[config.mk]
export PLATFORM = sky130hd
export DESIGN_NAME = pll_cfg_builder
export DESIGN_NICKNAME = d
export VERILOG_FILES = /design/src/rtl/pllcfg_pkg.sv /design/src/rtl/pll_div_search.sv /design/src/rtl/rcyc_divider.sv /design/src/rtl/pll_cfg_builder.sv
export SDC_FILE = /design/constraint.sdc
export NUM_CORES = 1
export LEC_CHECK = 0
export BUFFER_PORTS_ARGS = -buffer_cell sky130_fd_sc_hd__buf_4
export CORE_ASPECT_RATIO = 2
export CORE_MARGIN = 2
export CORE_UTILIZATION = 69
export DETAILED_ROUTE_END_ITERATION = 10
export PLACE_DENSITY = 0.88
export REMOVE_ABC_BUFFERS = 1
export SLEW_MARGIN = 40
export SYNTH_ARGS = -nofsm -noshare
export SYNTH_HDL_FRONTEND = slang
export SYNTH_SLANG_ARGS = --single-unit
[constraint.sdc]
create_clock -name clk -period 19.5 [get_ports clk]
set_input_delay 1.95 -clock clk [delete_from_list [all_inputs] [get_ports clk]]
set_output_delay 1.95 -clock clk [all_outputs]
set_load 0.005 [all_outputs]
[src/rtl/pllcfg_pkg.sv]
package pllcfg_pkg;

  localparam int WORD_W   = 32;
  localparam int MF_W     = 7;   // multiplier field in the clock word
  localparam int DF_W     = 5;   // divider field in the clock word
  localparam int RPT_W    = 16;  // report-cycle field in the core word

  // Clock word: bypass=1, band=0, outdiv=0, mult-1, div-1, zeros, reconfig=1, enable=1
  function automatic logic [WORD_W-1:0] pack_clk_word(input logic [MF_W-1:0] mfld,
                                                      input logic [DF_W-1:0] dfld);
    return {1'b1, 1'b0, 2'b00, mfld, dfld, 9'd0, 4'd0, 1'b1, 1'b0, 1'b1};
  endfunction

  // Core word: force start=1, serial enable=1, debug=0, byte order=0, report cycles
  function automatic logic [WORD_W-1:0] pack_core_word(input logic [RPT_W-1:0] rpt);
    return {1'b1, 1'b1, 1'b0, 1'b0, 12'd0, rpt};
  endfunction

endpackage

[src/rtl/pll_div_search.sv]
module pll_div_search #(
  parameter int TGT_W    = 10,
  parameter int REF_MHZ  = 25,
  parameter int DIV_MAX  = 32,
  parameter int MULT_MAX = 128,
  parameter int MF_W     = 7,
  parameter int DF_W     = 5
) (
  input  logic             clk,
  input  logic             rst_n,
  input  logic             start,
  input  logic [TGT_W-1:0] target,
  output logic             rdy,
  output logic [MF_W-1:0]  mult_fld,
  output logic [DF_W-1:0]  div_fld
);

  localparam int DIV_W = $clog2(DIV_MAX + 1);
  localparam int MUL_W = $clog2(MULT_MAX + 1);
  localparam int ACC_W = TGT_W + DIV_W;
  localparam int PRD_W = MUL_W + DIV_W;
  localparam int REF2W = MUL_W + $clog2(2 * REF_MHZ + 1);
  localparam int CMP_W = ((ACC_W > REF2W) ? ACC_W : REF2W) + 2;

  typedef enum logic {S_IDLE, S_RUN} st_t;

  st_t              st_q;
  logic [TGT_W-1:0] tgt_q;
  logic [DIV_W-1:0] d_q;
  logic [ACC_W-1:0] acc_q;     // target * d, kept by accumulation
  logic [MUL_W-1:0] pm_q;
  logic [DIV_W-1:0] pd_q;
  logic             hp_q;
  logic             rdy_q;
  logic [MF_W-1:0]  mf_q;
  logic [DF_W-1:0]  df_q;

  logic [ACC_W-1:0] quo;
  logic [MUL_W-1:0] m_cur;
  logic [PRD_W-1:0] prev_x, cur_x;
  logic [CMP_W-1:0] near_l, near_r;
  logic             drop, near, last;

  always_comb begin
    quo    = acc_q / ACC_W'(REF_MHZ);
    m_cur  = (quo > ACC_W'(MULT_MAX)) ? MUL_W'(MULT_MAX) : quo[MUL_W-1:0];
    // previous rate > current rate, cross-multiplied
    prev_x = PRD_W'(pm_q) * PRD_W'(d_q);
    cur_x  = PRD_W'(m_cur) * PRD_W'(pd_q);
    drop   = hp_q && (prev_x > cur_x);
    // 2*REF*m + d > 2*target*d  <=>  REF*m/d > target - 1/2
    near_l = CMP_W'(2 * REF_MHZ) * CMP_W'(m_cur) + CMP_W'(d_q);
    near_r = CMP_W'(2) * CMP_W'(tgt_q) * CMP_W'(d_q);
    near   = near_l > near_r;
    last   = (d_q == DIV_W'(DIV_MAX));
  end

  always_ff @(posedge clk) begin
    if (!rst_n) begin
      st_q  <= S_IDLE;
      tgt_q <= '0;
      d_q   <= '0;
      acc_q <= '0;
      pm_q  <= '0;
      pd_q  <= '0;
      hp_q  <= 1'b0;
      rdy_q <= 1'b0;
      mf_q  <= '0;
      df_q  <= '0;
    end else if (start) begin
      st_q  <= S_RUN;
      tgt_q <= target;
      d_q   <= DIV_W'(1);
      acc_q <= ACC_W'(target);
      hp_q  <= 1'b0;
      rdy_q <= 1'b0;
    end else if (st_q == S_RUN) begin
      if (drop) begin
        mf_q  <= MF_W'(pm_q - MUL_W'(1));
        df_q  <= DF_W'(pd_q - DIV_W'(1));
        rdy_q <= 1'b1;
        st_q  <= S_IDLE;
      end else if (near || last) begin
        mf_q  <= MF_W'(m_cur - MUL_W'(1));
        df_q  <= DF_W'(d_q - DIV_W'(1));
        rdy_q <= 1'b1;
        st_q  <= S_IDLE;
      end else begin
        pm_q  <= m_cur;
        pd_q  <= d_q;
        hp_q  <= 1'b1;
        d_q   <= d_q + DIV_W'(1);
        acc_q <= acc_q + ACC_W'(tgt_q);
      end
    end
  end

  assign rdy      = rdy_q;
  assign mult_fld = mf_q;
  assign div_fld  = df_q;

endmodule

[src/rtl/rcyc_divider.sv]
module rcyc_divider #(
  parameter int NUM_W = 30,
  parameter int DEN_W = 24,
  parameter int OUT_W = 16
) (
  input  logic             clk,
  input  logic             rst_n,
  input  logic             start,
  input  logic [NUM_W-1:0] numer,
  input  logic [DEN_W-1:0] denom,
  output logic             rdy,
  output logic [OUT_W-1:0] quot
);

  localparam int CNT_W = $clog2(NUM_W + 1);

  logic [NUM_W-1:0] num_q;
  logic [DEN_W-1:0] den_q;
  logic [DEN_W-1:0] rem_q;
  logic [OUT_W-1:0] q_q;      // only the low quotient bits are kept
  logic [CNT_W-1:0] cnt_q;
  logic             run_q;
  logic             rdy_q;

  logic [DEN_W:0] trial, diff;
  logic           ge;

  always_comb begin
    trial = {rem_q, num_q[NUM_W-1]};
    diff  = trial - {1'b0, den_q};
    ge    = trial >= {1'b0, den_q};
  end

  always_ff @(posedge clk) begin
    if (!rst_n) begin
      num_q <= '0;
      den_q <= '0;
      rem_q <= '0;
      q_q   <= '0;
      cnt_q <= '0;
      run_q <= 1'b0;
      rdy_q <= 1'b0;
    end else if (start) begin
      num_q <= numer;
      den_q <= denom;
      rem_q <= '0;
      q_q   <= '0;
      cnt_q <= CNT_W'(NUM_W);
      run_q <= 1'b1;
      rdy_q <= 1'b0;
    end else if (run_q) begin
      num_q <= {num_q[NUM_W-2:0], 1'b0};
      rem_q <= ge ? diff[DEN_W-1:0] : trial[DEN_W-1:0];
      q_q   <= {q_q[OUT_W-2:0], ge};
      cnt_q <= cnt_q - CNT_W'(1);
      if (cnt_q == CNT_W'(1)) begin
        run_q <= 1'b0;
        rdy_q <= 1'b1;
      end
    end
  end

  assign rdy  = rdy_q;
  assign quot = q_q;

endmodule

[src/rtl/pll_cfg_builder.sv]
module pll_cfg_builder
  import pllcfg_pkg::*;
#(
  parameter int TGT_W      = 10,
  parameter int BAUD_W     = 24,
  parameter int REF_MHZ    = 25,
  parameter int DIV_MAX    = 32,
  parameter int MULT_MAX   = 128,
  parameter int HZ_PER_MHZ = 1000000
) (
  input  logic              clk,
  input  logic              rst_n,
  input  logic              start,
  input  logic [TGT_W-1:0]  target_mhz,
  input  logic [BAUD_W-1:0] baud,
  output logic              busy,
  output logic              done,
  output logic [31:0]       clk_word,
  output logic [31:0]       core_word
);

  localparam int NUM_W   = TGT_W + $clog2(HZ_PER_MHZ);
  localparam int LAT_MAX = ((DIV_MAX > NUM_W) ? DIV_MAX : NUM_W) + 1;

  logic             busy_q, done_q;
  logic [31:0]      cw_q, kw_q;
  logic             go;
  logic             s_rdy, d_rdy;
  logic [MF_W-1:0]  mfld;
  logic [DF_W-1:0]  dfld;
  logic [RPT_W-1:0] rpt;
  logic [NUM_W-1:0] numer;

  assign go    = start && !busy_q;
  assign numer = NUM_W'(target_mhz) * NUM_W'(HZ_PER_MHZ);

  pll_div_search #(
    .TGT_W(TGT_W), .REF_MHZ(REF_MHZ), .DIV_MAX(DIV_MAX),
    .MULT_MAX(MULT_MAX), .MF_W(MF_W), .DF_W(DF_W)
  ) u_search (
    .clk(clk), .rst_n(rst_n), .start(go), .target(target_mhz),
    .rdy(s_rdy), .mult_fld(mfld), .div_fld(dfld)
  );

  rcyc_divider #(
    .NUM_W(NUM_W), .DEN_W(BAUD_W), .OUT_W(RPT_W)
  ) u_div (
    .clk(clk), .rst_n(rst_n), .start(go), .numer(numer), .denom(baud),
    .rdy(d_rdy), .quot(rpt)
  );

  always_ff @(posedge clk) begin
    if (!rst_n) begin
      busy_q <= 1'b0;
      done_q <= 1'b0;
      cw_q   <= '0;
      kw_q   <= '0;
    end else begin
      done_q <= 1'b0;
      if (go) begin
        busy_q <= 1'b1;
      end else if (busy_q && s_rdy && d_rdy) begin
        busy_q <= 1'b0;
        done_q <= 1'b1;
        cw_q   <= pack_clk_word(mfld, dfld);
        kw_q   <= pack_core_word(rpt);
      end
    end
  end

  assign busy      = busy_q;
  assign done      = done_q;
  assign clk_word  = cw_q;
  assign core_word = kw_q;

endmodule

== Word level (Yosys, flattened, before mapping) ==
Cells that the tools add are included.
Widths: inputs -> output; s select.

* Output and inout bits: 66
* Input bits: 37
* Logic and storage cells: 99
* Register bits after elaboration: 190

* Equality and inequality tests: 4
* Bitwise logic cells: 4
* Magnitude comparators: 4
* Reduce and logical (&&, ||, !) cells: 18
* $mul: 5
* Mux-type cells: 30
* Divide/modulo/power cells: 1
* $add $sub $neg: 9

{| class="wikitable"
|+ Operators by type and width
! operator !! number
|-
| $mux 30 || 2
|-
| $mux 10 || 4
|-
| $mul 8x6->14 || 2
|-
| $ge 25x24->1 || 1
|-
| $mul 10x14->24 const B || 1
|-
| $mux 24 || 1
|-
| $sub 24x24->24 || 1
|-
| $mux 5 || 4
|-
| $gt 18x18->1 || 1
|-
| $add 16x10->16 || 1
|-
| $div 16x5->16 const B || 1
|-
| $gt 16x8->1 const B || 1
|-
| $mul 10x6->16 || 1
|-
| $mux 1 || 16
|-
| $add 14x6->15 || 1
|-
| $sub 5x1->5 const B || 3
|-
| $gt 14x14->1 || 1
|-
| $mux 7 || 2
|-
| $sub 7x1->7 const B || 2
|-
| $mul 5x8->13 const A || 1
|-
| $reduce_and 3->1 || 3
|-
| $mux 8 || 1
|-
| $reduce_bool 2->1 || 4
|-
| $add 6x1->6 const B || 1
|-
| other kinds (10) || 19
|}

== Logic depth before layout (Yosys ltp) ==
Gate-level depths: netlist of run 1.

* Word-level depth: 11
* Gate-level depth with buffers: 67
* Mapped depth without buffers: 60

== Hierarchy ==
From an unflattened synthesis of run 1, not the netlist that was laid out.

* Cell total of the unflattened synthesis: 2534
* Area total of the unflattened synthesis: 20951.3 um^2

{| class="wikitable"
|+ Modules (own cells, without submodules)
! module !! area an instance (um^2) !! sequential area each (um^2) !! times used !! cells an instance
|-
| pll_div_search || 11882.6 || 1221.2 || 1 || 1516
|-
| rcyc_divider || 5582.9 || 2021.9 || 1 || 656
|-
| pll_cfg_builder || 3485.8 || 620.6 || 1 || 362
|}

== Worst setup path before layout of run 1 ==
Ideal clock, no wire load.

* Kind: reg2reg
* From: register u_search.acc_q[13]
* To: register u_search.df_q[4], in the netlist u_search.div_fld[4]
* Setup slack: 6.800 ns
* Arrival time: 12.614 ns
* Cell stages (with the launch flop): 60
* Library setup time: 0.086 ns
* Required time: 19.414 ns
* Period minus slack after synthesis: 12.700 ns
* Path buffers: 4
* Cell sequence: dfxtp_1 buf_4 a21oi_1 o31ai_1 a221oi_2 a221oi_2 o221a_1 buf_6 mux2i_2 nand2b_1 a22o_1 o21ai_0 a31o_2 o32a_4 nand4_1 a21oi_1 a211oi_2 nor3_1 [24 not listed] o21bai_1 xnor2_1 ha_1 and4_1 nand3_1 a21oi_1 nor2_1 a21boi_0 o21ai_0 a21oi_1 clkbuf_1 mux2i_1 ha_1 nand2_1 or3_1 a21oi_1 a21oi_1 a211oi_1

* Word-level cells in the longest chain between the ends: 9
* Elaborated cells between the ends (all ways): 13
* Those cells by class: 1 x add/sub; 2 x mul; 1 x div; 3 x order compare; 2 x mux; 4 x reduce/logical

{| class="wikitable"
|+ Ends and longest elaborated chain
! element !! line !! RTL
|-
| start: declaration || pll_div_search.sv:30 || <nowiki>logic [ACC_W-1:0] acc_q;</nowiki>
|-
| start signal: assignment || pll_div_search.sv:74 || <nowiki>acc_q <= ACC_W'(target);</nowiki>
|-
| start signal: assignment || pll_div_search.sv:93 || <nowiki>acc_q <= acc_q + ACC_W'(tgt_q);</nowiki>
|-
| $div 16x5->16 * || pll_div_search.sv:45 || <nowiki>quo = acc_q / ACC_W'(REF_MHZ);</nowiki>
|-
| $gt 16x8->1 || pll_div_search.sv:46 || <nowiki>m_cur = (quo > ACC_W'(MULT_MAX)) ? MUL_W'(MULT_MAX) : quo[MUL_W-1:0];</nowiki>
|-
| $mux 8 * || pll_div_search.sv:46 ||
|-
| net u_search.m_cur[0] || pll_div_search.sv:39 || <nowiki>logic [MUL_W-1:0] m_cur;</nowiki>
|-
| $mul 5x8->13 || pll_div_search.sv:52 || <nowiki>near_l = CMP_W'(2 * REF_MHZ) * CMP_W'(m_cur) + CMP_W'(d_q);</nowiki>
|-
| $add 14x6->15 || pll_div_search.sv:52 ||
|-
| $gt 18x18->1 || pll_div_search.sv:54 || <nowiki>near = near_l > near_r;</nowiki>
|-
| $logic_or 1x1->1 || pll_div_search.sv:83 || <nowiki>end else if (near || last) begin</nowiki>
|-
| $reduce_bool 2->1 (no line) || - ||
|-
| $reduce_and 3->1 (no line) || - ||
|-
| end signal: assignment || pll_div_search.sv:80 || <nowiki>df_q <= DF_W'(pd_q - DIV_W'(1));</nowiki>
|-
| end signal: assignment || pll_div_search.sv:85 || <nowiki>df_q <= DF_W'(d_q - DIV_W'(1));</nowiki>
|-
| end: declaration || pll_div_search.sv:36 || <nowiki>logic [DF_W-1:0] df_q;</nowiki>
|}

The timed path passes the listed nets; every way through them passes the cells marked *.
A chain may end at the register's enable or synchronous reset.

== Worst setup path in the final report of run 1 ==
* From: register u_search.acc_q[15]
* To: register u_search.pm_q[0]

* Word-level cells in the longest chain between the ends: 9
* Elaborated cells between the ends (all ways): 13
* Those cells by class: 1 x add/sub; 2 x mul; 1 x div; 3 x order compare; 1 x mux; 2 x bitwise; 3 x reduce/logical

{| class="wikitable"
|+ Ends and longest elaborated chain
! element !! line !! RTL
|-
| $div 16x5->16 * || pll_div_search.sv:45 ||
|-
| $gt 16x8->1 || pll_div_search.sv:46 ||
|-
| $mux 8 * || pll_div_search.sv:46 ||
|-
| net u_search.m_cur[0] || pll_div_search.sv:39 ||
|-
| $mul 5x8->13 || pll_div_search.sv:52 ||
|-
| $add 14x6->15 || pll_div_search.sv:52 ||
|-
| $gt 18x18->1 || pll_div_search.sv:54 ||
|-
| $logic_or 1x1->1 || pll_div_search.sv:83 ||
|-
| $not 1->1 (no line) || - ||
|-
| $reduce_and 4->1 (no line) || - ||
|-
| end signal: assignment || pll_div_search.sv:89 || <nowiki>pm_q <= m_cur;</nowiki>
|-
| end: declaration || pll_div_search.sv:31 || <nowiki>logic [MUL_W-1:0] pm_q;</nowiki>
|}

Marks and branches as above.

==> results of run 1 <==
layout by cell type, fill, tap and decap left out, drive strengths merged, types with 13 or more instances in the layout:
cell      n
a211oi   55
a21boi   13
a21o     37
a21oi   208
a31oi    13
and2     66
and3     20
buf      86
clkbuf   17
conb     31
dfxtp   187
fa      114
ha      244
inv     283
mux2i    69
nand2   342
nand2b   13
nand3    40
nand4    21
nor2    180
nor3     29
o211ai   15
o21ai    87
o21bai   21
or3      13
xnor2    76
xor2     37
worst min-delay path by stage:
stage / start / end / slack, ps / depth (start not counted)
global route: core_word[7] / core_word[7] / 470 / 2
detailed placement: u_div.den_q[17] / u_div.den_q[17] / 450 / 2
floorplan: u_search.hp_q / u_search.hp_q / 430 / 2
finish: core_word[7] / core_word[7] / 460 / 2
CTS: u_div.den_q[17] / u_div.den_q[17] / 460 / 2
global placement: u_search.mult_fld[4] / clk_word[25] / 440 / 2
flip-flops by register name (all words and copies together), names as in the netlist, 5 cells and up:
signal	count
clk_word	13
core_word	16
u_div.cnt_q	5
u_div.den_q	24
u_div.num_q	24
u_div.quot	16
u_div.rem_q	24
u_search.acc_q	16
u_search.d_q	6
u_search.div_fld	5
u_search.mult_fld	7
u_search.pd_q	6
u_search.pm_q	8
u_search.tgt_q	10
cells by family after synthesis:
family / synth area share
multiplexers: 0.0366
XOR/XNOR: 0.0505
flip-flops: 0.191
AO/OA/AOI/OAI: 0.182
other: 0.000191
AND/OR/NAND/NOR: 0.175
adder cells (fa/ha/maj): 0.274
buffers and inverters: 0.0913
Yosys cell counts, drive strengths merged (5+ instances only):
library cell / count
fa: 114
a211o: 6
o22ai: 5
o21a: 7
or3: 13
xnor2: 76
clkbuf: 80
or2: 6
dfxtp: 187
nand4: 21
nor2b: 12
inv: 277
ha: 244
nor3: 29
buf: 71
mux2i: 69
a31oi: 13
a21o: 37
nand2: 342
and3: 20
nand3: 40
a21boi: 13
o21ai: 87
o31ai: 12
nand2b: 13
a311oi: 5
xor2: 37
o21bai: 21
and2: 66
a21oi: 208
nor4: 6
a211oi: 55
nor2: 180
o211ai: 15
worst max-delay path: cells and delay by family, from the launching register on:
family                     cells  cell delay (ps)
AOI/OAI and AO/OA             31             8200
and+or+nand+nor               14             2750
adders and majority gates      6             2450
buffers and inverters          5              940
DFF                            1              770
muxes                          1              370
xor gates and xnor gates       1               90
power groups by stage:
stage	Combinational, uW	Clock [uW]	Sequential, uW
2_1_floorplan	1160	0	466
6_report	1550	342	472
3_3_place_gp	1450	0	476
4_1_cts	1520	344	469
5_1_grt	1720	359	476
3_5_place_dp	1510	0	478
per-stage QoR:
stage               cells  cell area, um^2  power (uW)  hold WS [ps]   util
floorplan            2339            19000        1630           426      -
global placement     2780            20100        1920           441  0.715
detailed placement   2781            20100        1990           447  0.716
CTS                  2813            20700        2340           457  0.737
global route         2813            20700        2550           474  0.738
finish               2813            20700        2370           455  0.738
per-layer routing:
metal  global-route usage  vias to the layer above  wire length, um  part of all wire
li1                     -                     8201                -                 -
met1                0.325                     8347            16800              0.34
met2                0.634                      642            26900              0.54
met3               0.0603                      258             2360             0.048
met4                0.220                        0             3370             0.068
met5                    0                        -                0                 0
cell type report:
| cell class | instances | area share |
|---|---|---|
| multi-input cells | 1874 | 0.687 |
| flip-flops and latches | 187 | 0.181 |
| inverters | 278 | 0.0505 |
| repair buffers | 86 | 0.0321 |
| well taps | 356 | 0.0215 |
| clock buffers | 17 | 0.0205 |
| clock inverters | 15 | 0.00761 |
==> results.json, run 1 <==
{
  "path_clk_slew_ps": 70,
  "synth_top_area_frac": 0.191,
  "area_delta_synth_final_pct": 5.67,
  "core_mm2": 0.0281,
  "rows": 87,
  "antennaDiodeCount": 0,
  "initial_core_util": 0.698,
  "r2r_slack_ps": 3820,
  "synth_cells": 2460,
  "drive_gt1_frac": 0.0712,
  "worstSetupStartpointType": "flop",
  "cp_slowest_cell": "dfxtp_1",
  "postCtsSetupRepairBufs": 0,
  "syn_avg_cell_area_um2": 7.97,
  "fp.dieArea_mm2": 0.0299,
  "ys_seq_area_frac": 0.191,
  "period_needed_ps": 15680,
  "power.internal_uw": 1200,
  "min_path_type": "reg2reg",
  "antenna_left": 0,
  "htreeDepth": 4,
  "synth-edff-count": 0,
  "nNetsFinal": 2839,
  "critical_path.startpoint": "u_search.acc_q[15]",
  "power_leakage_uw": 0.00977,
  "die_h_um": 242,
  "rsz0062_at_grt": "false",
  "critPathKind": "reg2reg",
  "ys_ff_latch": 187,
  "dp_hpwl_mm": 37.9,
  "hold_buffers": 0,
  "finClkSkew_ps": 11.3,
  "seq_area_mm2": 0.00375,
  "die_w_um": 123,
  "synthArstFlopShare": 0,
  "max_stage_delay_ps": 770,
  "cap_violations": 0,
  "clock-sinks": 187,
  "sw_frac_of_total": 0.491,
  "sequentialPowerShare": 0.200,
  "synth_area_mm2": 0.0196,
  "clk_latency_ps": 450,
  "antenna_found_initial": 0,
  "setup.worst_path.end": "u_search.pm_q[0]",
  "drt_iter0_drc": 1187,
  "slew_violations": 0,
  "net-switching-power_uw": 1160,
  "worst_slack_ps": 3820,
  "power.density_mw_per_mm2": 114,
  "io_buffers": 71,
  "clockRootBuffer": "clkbuf_16",
  "vias_per_cell": 6.20,
  "power_frac_clock": 0.144,
  "r2r_cells": 58,
  "cp-end-kind": "flop",
  "worst_slew_pin_slew_ps": 948,
  "grt_overflow": 0,
  "fmax_ghz": 0.0638,
  "first_pass_iters": 6,
  "fillers": 2112,
  "run_status": "finished clean",
  "grt_pass1_wl_mm": 81.8,
  "grt_pass1_vias": 18000,
  "multi_input_comb_area_mm2": 0.0142,
  "crit_top_cell": "a21oi_1",
  "numCtsBuffers": 17,
  "p_comb_frac": 0.656,
  "maxSlewHeadroom": 0.366,
  "setup_tns_ps": 0,
  "drc": 0,
  "yosys-top-cells-area": "dfxtp_1 19%, ha_1 16%, fa_1 12%, nand2_1 6.5%, inv_1 5.3%",
  "wirelength_mm": 49.4,
  "dominantRegCellSynth": "dfxtp_1",
  "routabilityCongestion": 0.946,
  "r2r_start": "u_search.acc_q[15]",
  "hold_violations": 0,
  "grtUsageTotal": 0.339,
  "worstPathArrival_ps": 16060,
  "cts_tree": "built",
  "vias": 17400,
  "wl_per_cell_um": 17.6,
  "timing.rr.end": "u_search.pm_q[0]",
  "cp_max_fo": 23,
  "dp_slack_ps": 4240,
  "cts_buffer_depth": 2,
  "crit_required_ps": 19880,
  "pin_count": 103,
  "irDropWorstVdd_mv": 0.120,
  "grt_max_degree": 76,
  "yosysWarnings": 0,
  "finalCritPeriodShare": 0.804,
  "ys_types": 97,
  "setup_viol": 0,
  "cts_resized": 0,
  "synth_area_leader_cell": "dfxtp_1"
}
No activity file was read; power rests on OpenSTA's default activity.
==> inputs of run 2 (changes only) <==
--- a/config.mk
+++ b/config.mk
@@ -8,9 +8,9 @@
 export BUFFER_PORTS_ARGS = -buffer_cell sky130_fd_sc_hd__buf_4
 export CORE_ASPECT_RATIO = 2
 export CORE_MARGIN = 2
-export CORE_UTILIZATION = 69
+export CORE_UTILIZATION = 64
 export DETAILED_ROUTE_END_ITERATION = 10
-export PLACE_DENSITY = 0.88
+export PLACE_DENSITY = 0.83
 export REMOVE_ABC_BUFFERS = 1
 export SLEW_MARGIN = 40
 export SYNTH_ARGS = -nofsm -noshare
==> constraint.sdc (replaced) <==
create_clock -name clk -period 16 [get_ports clk]
set_input_delay 1.6 -clock clk [delete_from_list [all_inputs] [get_ports clk]]
set_output_delay 1.6 -clock clk [all_outputs]
set_load 0.005 [all_outputs]
==> run 2 against run 1 <==
- maximum frequency is 5.6% higher
- sequential share of layout area hardly changed
- wire length is 0.76% lower
- cell count is 0.43% higher
- die area is 7.6% higher
- combinational power is 21% higher
- power is 21% higher
- critical path depth is 2 lower
- critical endpoint is now u_search.pm_q[6]
- largest power group unchanged
==> results.json, run 2 (same netlist as run 1, synthesis figures left out) <==
{
  "critPathTopFamily": "compound AO/OA/AOI/OAI gates",
  "worstSetupStartpointType": "flop",
  "drive_gt1_frac": 0.0729,
  "crit_required_ps": 16370,
  "antenna_found_initial": 0,
  "period_needed_ps": 14850,
  "dp_hpwl_mm": 38.2,
  "cp_slowest_cell": "dfxtp_1",
  "pin_count": 103,
  "critPathKind": "reg2reg",
  "clock-sinks": 187,
  "worst_slew_pin_slew_ps": 936,
  "sequentialPowerShare": 0.202,
  "place_area_mm2": 0.0201,
  "grt_busiest_layer": "met2",
  "maxSlewHeadroom": 0.372,
  "grt_pass1_vias": 17700,
  "htreeDepth": 4,
  "mostFrequentLayoutCell": "nand2_1",
  "nNetsFinal": 2839,
  "finalCritPeriodShare": 0.928,
  "final_area_mm2": 0.0208,
  "cp_num_buf_inv": 4,
  "rows": 90,
  "vias": 17200,
  "drt_iter0_drc": 905,
  "p_comb_frac": 0.653,
  "min_path_type": "reg2reg",
  "cap_violations": 0,
  "die_h_um": 251,
  "setup_tns_ps": 0,
  "net-switching-power_uw": 1400,
  "cts_buffer_depth": 2,
  "irDropWorstVdd_mv": 0.155,
  "antenna_left": 0,
  "worstPathArrival_ps": 15220,
  "io_buffers": 71,
  "first_pass_iters": 6,
  "wl_per_cell_um": 17.4,
  "reg_top3": "u_div.den_q: 24 flops, u_div.num_q: 24 flops, u_div.rem_q: 24 flops",
  "cp-end-kind": "flop",
  "fp.dieArea_mm2": 0.0321,
  "die_w_um": 128,
  "cts_tree": "built",
  "slew_violations": 0,
  "use_met1": 0.299,
  "grt_overflow": 0,
  "path_clk_slew_ps": 70,
  "grt_pass1_wl_mm": 81.2,
  "grt_max_degree": 78,
  "numCtsBuffers": 17,
  "power.internal_uw": 1460,
  "wirelength_mm": 49.0,
  "max_stage_delay_ps": 700,
  "fmax_ghz": 0.0673,
  "hold_violations": 0,
  "power_leakage_uw": 0.00977,
  "clk_latency_ps": 460,
  "drc": 0,
  "crit_top_cell": "a21oi_1",
  "initial_core_util": 0.650,
  "rsz0062_at_grt": "false",
  "run_status": "finished clean",
  "setup_viol": 0,
  "grtUsageTotal": 0.311,
  "hold_buffers": 0,
  "antennaDiodeCount": 0,
  "core_mm2": 0.0302,
  "power_frac_clock": 0.145,
  "power.density_mw_per_mm2": 138,
  "sw_frac_of_total": 0.489,
  "finClkSkew_ps": 14.3,
  "cp_max_fo": 20,
  "clockRootBuffer": "clkbuf_16",
  "vias_per_cell": 6.08,
  "routabilityCongestion": 0.955,
  "area_delta_synth_final_pct": 5.90,
  "grt_util_met2": 0.600,
  "grt_use_met3": 0.0409,
  "layout_common_cells": "339 x nand2_1, 276 x inv_1, 244 x ha_1"
}
run 2: final timing paths:
check / from / cells past startpoint / slack [ps] / end
worst min register to register: clk_word[25] / 2 / 450 / clk_word[25]
worst max-delay path: u_search.acc_q[10] / 56 / 1150 / u_search.pm_q[6]
worst max register to register: u_search.acc_q[10] / 56 / 1150 / u_search.pm_q[6]
worst min-delay path: clk_word[25] / 2 / 450 / clk_word[25]
run 2: timing repair:
item,4_1_cts,5_1_grt
setup buffers,0,0
endpoints found under the setup margin,0,50
gates resized for setup,0,7
run 2: tightest hold or removal path: stages, from the launching register on:
cell and delay (ps):
dfxtp_1 310, nand2_1 50, a21oi_1 50
run 2: routing by layer:
metal | vias to the layer above | routed length (um)
met1 | 8202 | 17200
met2 | 551 | 26800
met4 | 0 | 3320
met5 | - | 0
met3 | 236 | 1780
li1 | 8196 | -
run 2: area by class of cell:
| class | instances | area, um^2 |
|---|---|---|
| Inverter | 278 | 1050 |
| Multi-Input combinational cell | 1874 | 14200 |
| Fill cell | 2471 | 9420 |
| Clock buffer | 17 | 425 |
| Sequential cell | 187 | 3750 |
| Clock inverter | 15 | 151 |
| Tap cell | 368 | 460 |
| Timing Repair Buffer | 86 | 678 |
run 2: power groups by stage:
| stage | logic [uW] | registers [uW] | clock network (uW) |
|---|---|---|---|
| after floorplan | 1410 | 567 | 0 |
| after global placement | 1760 | 584 | 0 |
| after detailed placement | 1830 | 585 | 0 |
| after CTS | 1850 | 575 | 419 |
| after global routing | 2100 | 583 | 438 |
| final | 1870 | 578 | 416 |
run 2: metrics by stage:
| step | instances | hold slack [ps] | worst slack (ps) | utilization | power (uW) |
|---|---|---|---|---|---|
| floorplan | 2339 | 426 | 2180 | - | 1980 |
| global placement | 2791 | 443 | 1310 | 0.666 | 2340 |
| detailed placement | 2793 | 448 | 728 | 0.668 | 2410 |
| CTS | 2825 | 458 | 647 | 0.687 | 2840 |
| global route | 2825 | 477 | 37.9 | 0.688 | 3120 |
| finish | 2825 | 455 | 1150 | 0.688 | 2870 |
